[src/rtl/oc_pkg.sv]
package oc_pkg;
  typedef enum logic [2:0] {
    MODE_FROZEN   = 3'b000,
    MODE_SET      = 3'b001,
    MODE_CLEAR    = 3'b010,
    MODE_TOGGLE   = 3'b011,
    MODE_FORCE_LO = 3'b100,
    MODE_FORCE_HI = 3'b101
  } ocMode_e;

  typedef struct packed {
    logic setRef;
    logic clrRef;
    logic togRef;
  } refCtrl_t;
endpackage

[src/rtl/oc_datapath.sv]
module oc_datapath
  import oc_pkg::*;
#(
  parameter int CNT_W = 16
) (
  input  logic             clk,
  input  logic             rstN,
  input  logic [CNT_W-1:0] cntVal,
  input  logic [CNT_W-1:0] preloadVal,
  input  logic             preloadEn,
  input  logic             updateEvt,
  input  logic             isOutput,
  input  logic             polarity,
  input  logic             outEn,
  input  refCtrl_t         refCtrl,
  output logic [CNT_W-1:0] cmpEff,
  output logic             match,
  output logic             ocRef,
  output logic             ocOut
);
  logic [CNT_W-1:0] shadowVal;

  always_ff @(posedge clk) begin
    if (!rstN) shadowVal <= '0;
    else if (updateEvt) shadowVal <= preloadVal;
  end

  assign cmpEff = preloadEn ? shadowVal : preloadVal;
  assign match  = isOutput && (cntVal == cmpEff);

  always_ff @(posedge clk) begin
    if (!rstN) ocRef <= 1'b0;
    else if (refCtrl.setRef) ocRef <= 1'b1;
    else if (refCtrl.clrRef) ocRef <= 1'b0;
    else if (refCtrl.togRef) ocRef <= ~ocRef;
  end

  assign ocOut = (outEn && isOutput) ? (ocRef ^ polarity) : 1'b0;
endmodule

[src/rtl/oc_control.sv]
module oc_control
  import oc_pkg::*;
(
  input  logic     clk,
  input  logic     rstN,
  input  logic     isOutput,
  input  logic [2:0] ocMode,
  input  logic     match,
  input  logic     intEn,
  input  logic     dmaEn,
  input  logic     flagClr,
  output refCtrl_t refCtrl,
  output logic     matchFlag,
  output logic     irqPulse,
  output logic     dmaPulse
);
  always_comb begin
    refCtrl = '0;
    if (isOutput) begin
      unique case (ocMode)
        MODE_SET:      refCtrl.setRef = match;
        MODE_CLEAR:    refCtrl.clrRef = match;
        MODE_TOGGLE:   refCtrl.togRef = match;
        MODE_FORCE_HI: refCtrl.setRef = 1'b1;
        MODE_FORCE_LO: refCtrl.clrRef = 1'b1;
        default:       refCtrl = '0;
      endcase
    end
  end

  always_ff @(posedge clk) begin
    if (!rstN) begin
      matchFlag <= 1'b0;
      irqPulse  <= 1'b0;
      dmaPulse  <= 1'b0;
    end else begin
      if (match) matchFlag <= 1'b1;
      else if (flagClr) matchFlag <= 1'b0;
      irqPulse <= match && intEn;
      dmaPulse <= match && dmaEn;
    end
  end
endmodule

[src/rtl/oc_channel.sv]
module oc_channel
  import oc_pkg::*;
#(
  parameter int CNT_W = 16
) (
  input  logic             clk,
  input  logic             rstN,
  input  logic [CNT_W-1:0] cntVal,
  input  logic [CNT_W-1:0] preloadVal,
  input  logic             preloadEn,
  input  logic             updateEvt,
  input  logic [1:0]       chanSel,
  input  logic [2:0]       ocMode,
  input  logic             polarity,
  input  logic             outEn,
  input  logic             intEn,
  input  logic             dmaEn,
  input  logic             flagClr,
  output logic             ocRef,
  output logic             ocOut,
  output logic             matchFlag,
  output logic             irqPulse,
  output logic             dmaPulse
);
  localparam logic [1:0] SEL_OUTPUT = 2'b00;

  logic             isOutput;
  logic             match;
  logic [CNT_W-1:0] cmpEff;
  refCtrl_t         refCtrl;

  assign isOutput = (chanSel == SEL_OUTPUT);

  oc_datapath #(.CNT_W(CNT_W)) dp_i (
    .clk(clk), .rstN(rstN), .cntVal(cntVal), .preloadVal(preloadVal),
    .preloadEn(preloadEn), .updateEvt(updateEvt), .isOutput(isOutput),
    .polarity(polarity), .outEn(outEn), .refCtrl(refCtrl),
    .cmpEff(cmpEff), .match(match), .ocRef(ocRef), .ocOut(ocOut)
  );

  oc_control ctl_i (
    .clk(clk), .rstN(rstN), .isOutput(isOutput), .ocMode(ocMode),
    .match(match), .intEn(intEn), .dmaEn(dmaEn), .flagClr(flagClr),
    .refCtrl(refCtrl), .matchFlag(matchFlag), .irqPulse(irqPulse),
    .dmaPulse(dmaPulse)
  );
endmodule

[config.mk]
export PLATFORM = sky130hd
export DESIGN_NAME = oc_channel
export DESIGN_NICKNAME = d
export VERILOG_FILES = /design/src/rtl/oc_pkg.sv /design/src/rtl/oc_datapath.sv /design/src/rtl/oc_control.sv /design/src/rtl/oc_channel.sv
export SDC_FILE = /design/constraint.sdc
export NUM_CORES = 1
export LEC_CHECK = 0
export ABC_AREA = 1
export BUFFER_PORTS_ARGS = -buffer_cell sky130_fd_sc_hd__clkbuf_2
export CORE_AREA = 2 2 60 62
export CTS_CLUSTER_DIAMETER = 200
export DETAILED_ROUTE_END_ITERATION = 10
export DIE_AREA = 0 0 62 64
export PLACE_DENSITY = 0.75
export SETUP_SLACK_MARGIN = 0.15
export SYNTH_ARGS = -nofsm -noshare
export SYNTH_HDL_FRONTEND = slang
export SYNTH_SLANG_ARGS = --single-unit
[constraint.sdc]
create_clock -name clk -period 1.38 [get_ports clk]
set_clock_uncertainty 0.05 [all_clocks]
set_input_delay 0.069 -clock clk [delete_from_list [all_inputs] [get_ports clk]]
set_output_delay 0.069 -clock clk [all_outputs]
set_load 0.02 [all_outputs]
Yosys cells after proc, flatten, opt, wreduce, memory -nomap -nowiden
Index checks and enable logic that the tools add are counted.
{"block": "op_classes", "mux": 11, "n_eq_ne": 6, "bitwise_logic": 2, "n_reduce_logical": 7}
{"operator": "== test 16 bit", "count": 1}
{"operator": "two-way mux 16 bit", "count": 1}
{"operator": "two-way mux 1 bit", "count": 7}
{"operator": "== test 3 x 2 -> 1 bit, second input constant", "count": 2}
{"operator": "== test 3 bit, second input constant", "count": 2}
{"operator": "logical AND 1 bit", "count": 4}
{"operator": "one-hot mux 1 bit (2 select lines)", "count": 2}
{"operator": "== test 3 x 1 -> 1 bit, second input constant", "count": 1}
{"operator": "two-way mux 3 bit", "count": 1}
{"operator": "nonzero test 3 bit", "count": 1}
{"operator": "zero test 2 bit", "count": 1}
{"operator": "nonzero test 2 bit", "count": 1}
{"operator": "NOT 1 bit", "count": 1}
{"operator": "XOR 1 bit", "count": 1}
{"block": "totals", "input_bits": 46, "output_inout_bits": 5, "regBits": 20}

Longest topological paths before layout
{"block": "depth", "ltp_word": 8, "depth_mapped": 15, "depth_no_buf": 14}

Cells and area by module
Synthesis repeated with hierarchy kept, for this count alone.
{"block": "unflattened", "hier_cells": 223, "hier_area_um2": 1291.2}
{"mod": "oc_datapath", "area_per_inst_um2": 1143.6, "n_inst": 1, "cells_per_inst": 201, "seq_area_each_um2": 340.3}
{"mod": "oc_control", "area_per_inst_um2": 143.9, "n_inst": 1, "cells_per_inst": 21, "seq_area_each_um2": 60.1}
{"mod": "oc_channel", "area_per_inst_um2": 3.8, "n_inst": 1, "cells_per_inst": 1, "seq_area_each_um2": 0.0}

Least setup slack after synthesis
OpenSTA, ideal clock, no wires.
{"block": "synth_timing", "path_kind": "reg2reg", "from": "reg dp_i.shadowVal[2]", "to": "reg dp_i.ocRef", "setup_time_ns": 0.114, "stages_incl_launch_ff": 13, "t_required_ns": 1.216, "slack_ns": 0.102, "arrival_ns": 1.115, "path_cell_list": "dfxtp_1 > inv_1 > nand2_1 > nand3_1 > nand2_1 > nor2_2 > nand2_1 > nor2_2 > nand3_2 > nand2_2 > nand2_1 > nand2_1 > a21oi_2"}
{"block": "synth_between", "elab_chain_cells": 7, "word_cells_on_any_way": 10, "classes_between": "1 x eq/ne; 7 x mux; 2 x reduce/logical"}
{"element": "start: declaration", "line_no": "oc_datapath.sv:21", "source": "logic [CNT_W-1:0] shadowVal;"}
{"element": "start signal: assignment", "line_no": "oc_datapath.sv:25", "source": "else if (updateEvt) shadowVal <= preloadVal;"}
{"element": "two-way mux 16 bit *", "line_no": "oc_datapath.sv:28", "source": "assign cmpEff = preloadEn ? shadowVal : preloadVal;"}
{"element": "== test 16 bit *", "line_no": "oc_datapath.sv:29", "source": "assign match = isOutput && (cntVal == cmpEff);"}
{"element": "logical AND 1 bit *", "line_no": "oc_datapath.sv:29"}
{"element": "one-hot mux 1 bit (2 select lines)", "line_no": "oc_control.sv:20", "source": "unique case (ocMode)"}
{"element": "two-way mux 3 bit *", "line_no": "oc_control.sv:19", "source": "if (isOutput) begin"}
{"element": "two-way mux 1 bit", "line_no": "oc_datapath.sv:34", "source": "else if (refCtrl.clrRef) ocRef <= 1'b0;"}
{"element": "two-way mux 1 bit", "line_no": "oc_datapath.sv:33", "source": "else if (refCtrl.setRef) ocRef <= 1'b1;"}
{"element": "end signal: assignment", "line_no": "oc_datapath.sv:35", "source": "else if (refCtrl.togRef) ocRef <= ~ocRef;"}
{"element": "end: declaration", "line_no": "oc_datapath.sv:18", "source": "output logic ocRef,"}
Mark *: on every way between the ends. The rest lies on a longest branch, timed or not.
A chain may end at the register's enable or synchronous reset.

Worst setup path in the final report
{"block": "layout_timing", "from": "reg dp_i.shadowVal[1]", "to": "reg dp_i.ocRef"}
The elaborated chain is that of the path after synthesis.

==> flow_summary.toml <==
[die]
start_util_pct = 42.9
die_h_um = 64
coreArea_um2 = 3280
dieWidth_um = 62
placementRows = 21
ios = 51
die-area_um2 = 3970

[critical_path]
start_kind = "flop"
worstSetupEndpointType = "flop"
critPathMaxFanout = 2
arrival_ns = 1.57
criticalPathCategory = "reg2reg"
cp.required_ns = 1.55

[routing]
drt_iter0_drc = 104
dr.pass1.iters = 5
ant_nets = 0
num_vias = 1709
totalWireLength_um = 3790
drc = 0
vias_per_cell = 4.68
wl_per_cell_um = 10.4

[timing]
fmax_mhz = 714
hold_viol = 0
fin_crit_sh_pct = 102
slew_viol_final = 0
setup_viol = 1
post-route-min-period_ns = 1.40
slew_headroom_pct = 75.5
tightest_slew_ns = 0.367
setup_ws_ns = -0.0212
rsz0062_at_grt = "yes"
tns_ns = -0.0212

[final_layout]
stdcell_area_um2 = 1980
finalCoreUtilization_pct = 60.3
stdcell_count = 365
drive_gt1_share_pct = 29.2
antenna_cells = 0
layout.nets = 366
fillCellCount = 329
syn2layout_area_growth_pct = 40.5

[yosys]
synth_nets = 294
avgSynthCellArea_um2 = 5.68
synthCells = 248
seq_area_frac_synth_pct = 28.4
ys_ff_latch = 20
syn_area_um2 = 1410
synth_warnings = 0
synthDistinctLibCells = 21

[power_and_ir_drop]
peakVddDrop_mv = 0.536
powerDensity_nw_per_um2 = 703
cellLeakagePower_uw = 0.00108

[worst_hold_path]
hp-class = "in2reg"

[global_routing]
grt_pass1_vias = 1576
overflow = 0
grt_max_degree = 24
grt_pass1_wl_um = 6340
antenna_found_initial = 0
grt_use_total_pct = 20.7

[clocking]
clk_pin_slew_ns = 0.12
cts.sinks = 20
cts-root-buf = "clkbuf_4"
postCtsSetupBuffers = 0
cts_tree = "built"
clk_latency_ns = 0.31
htreeDepth = 1
cts_buffer_depth = 2
cts_inserted_buffers = 3

[placed_design]
placedCellCount = 341
gp_congestion = 0.779
dpl_cell_area_um2 = 1700
portBuffers = 50
hpwl_um = 2580

[flow_run]
maxCapViolCount = 0

[run_status]
status = "finished with violations"
violations = "negative setup slack"
-- kinds of logic (layout without fill, tap and decap cells) --
| kind of cell | count (synthesis) | count (layout) | share of synthesized area [%] |
|---|---|---|---|
| simple gates | 153 | 153 | 46.1 |
| compound gates | 26 | 26 | 9.77 |
| xor+xnor | 3 | 3 | 1.87 |
| buf+inv | 46 | 117 | 13.9 |
| flops | 20 | 20 | 28.4 |
-- cell type report --
class	instances	area (µm²)	share of cell area (%)
inverter	38	143	7.21
timing repair buffer	75	488	24.7
multi-input combinational	182	843	42.6
sequential	20	412	20.8
clock buffer	4	36.3	1.83
tap	46	57.6	2.91
-- flip-flops by register name, summed over array words and instances, names as in the netlist --
name             flops
dp_i.shadowVal      16
ctl_i.dmaPulse       1
ctl_i.irqPulse       1
ctl_i.matchFlag      1
dp_i.ocRef           1
-- worst paths after layout --
| path | end | slack [ns] | start | depth (start not counted) |
|---|---|---|---|---|
| min reg2reg | ctl_i.matchFlag | 0.43 | ctl_i.matchFlag | 2 |
| max reg2reg | dp_i.ocRef | -0.02 | dp_i.shadowVal[1] | 11 |
| max | dp_i.ocRef | -0.02 | dp_i.shadowVal[1] | 11 |
| min | dp_i.ocRef | 0.02 | ocMode[1] | 4 |
-- Yosys cell counts --
| cell | n | area (µm²) |
|---|---|---|
| nand2_1 | 87 | 327 |
| or2_2 | 1 | 6.26 |
| dfxtp_1 | 20 | 400 |
| buf_6 | 2 | 22.5 |
| o21ai_0 | 16 | 80.1 |
| inv_2 | 3 | 11.3 |
| clkbuf_1 | 4 | 15.0 |
| nand3_1 | 20 | 100 |
| a21oi_1 | 8 | 40.0 |
| nor2_2 | 3 | 18.8 |
| buf_4 | 2 | 15.0 |
| clkinv_1 | 2 | 7.51 |
| a21oi_2 | 2 | 17.5 |
| xnor2_1 | 3 | 26.3 |
| nor2_1 | 30 | 113 |
| nand4_1 | 3 | 18.8 |
| nand2_2 | 3 | 18.8 |
| nand3b_1 | 3 | 22.5 |
| nor3_1 | 1 | 5.00 |
| inv_1 | 33 | 124 |
| nand3_2 | 2 | 20.0 |
-- placed cells by master, fill, tap and decap left out --
cell type / count
nand4_1: 3
dlygate4sd3_1: 20
nor3_1: 1
nand2_1: 81
clkbuf_2: 50
or2_2: 1
a21oi_2: 2
inv_2: 4
dfxtp_2: 9
clkinv_1: 2
clkbuf_8: 1
buf_4: 5
nand3_1: 18
a21oi_1: 8
xnor2_1: 3
o21ai_0: 16
nand3_2: 4
clkbuf_4: 3
nor2_1: 28
nand3b_1: 3
inv_1: 32
nand2_2: 9
dfxtp_1: 11
nor2_2: 5
-- where the power goes --
group | leakage, µW | internal, µW | total (µW) | switching (µW)
Sequential | 0.000168 | 614 | 632 | 18.0
Combinational | 0.000889 | 183 | 399 | 216
Clock | 0.0000210 | 161 | 361 | 200
Total | 0.00108 | 957 | 1390 | 434
-- metrics by stage --
stage | power (µW) | setup WS (ns) | hold WS (ns)
floorplan | 860 | 0.108 | 0.138
global placement | 973 | -0.129 | 0.234
detailed placement | 981 | -0.175 | 0.233
CTS | 1380 | -0.00300 | 0.0238
global route | 1480 | -0.131 | 0.0229
finish | 1390 | -0.0212 | 0.0165
-- per-layer routing --
metal | global-route usage (%) | share of wire (%) | up-vias | wire length [µm]
met1 | 24.4 | 44 | 750 | 1660
met2 | 35.9 | 50 | 50 | 1890
met5 | 0 | 0 | - | 0
li1 | - | - | 905 | -
met3 | 4.86 | 5.6 | 4 | 211
met4 | 5.59 | 0.82 | 0 | 31
-- repair_timing --
item	CTS	global route
hold buffers	20	0
setup endpoints to repair	4	5
gates resized for setup	6	14
endpoints found under the hold margin	20	0
pin swaps	8	12
-- worst max-delay path: stages, from the launching register on --
cell	delay [ns]
dfxtp_1	0.35
nand2_1	0.07
nand3_1	0.11
inv_1	0.04
nor2_1	0.11
nand2_1	0.08
nor2_2	0.15
nand3_2	0.09
nand2_2	0.09
nand2_2	0.05
nand2_2	0.08
a21oi_2	0.05
(Power assumes the default switching activity.)
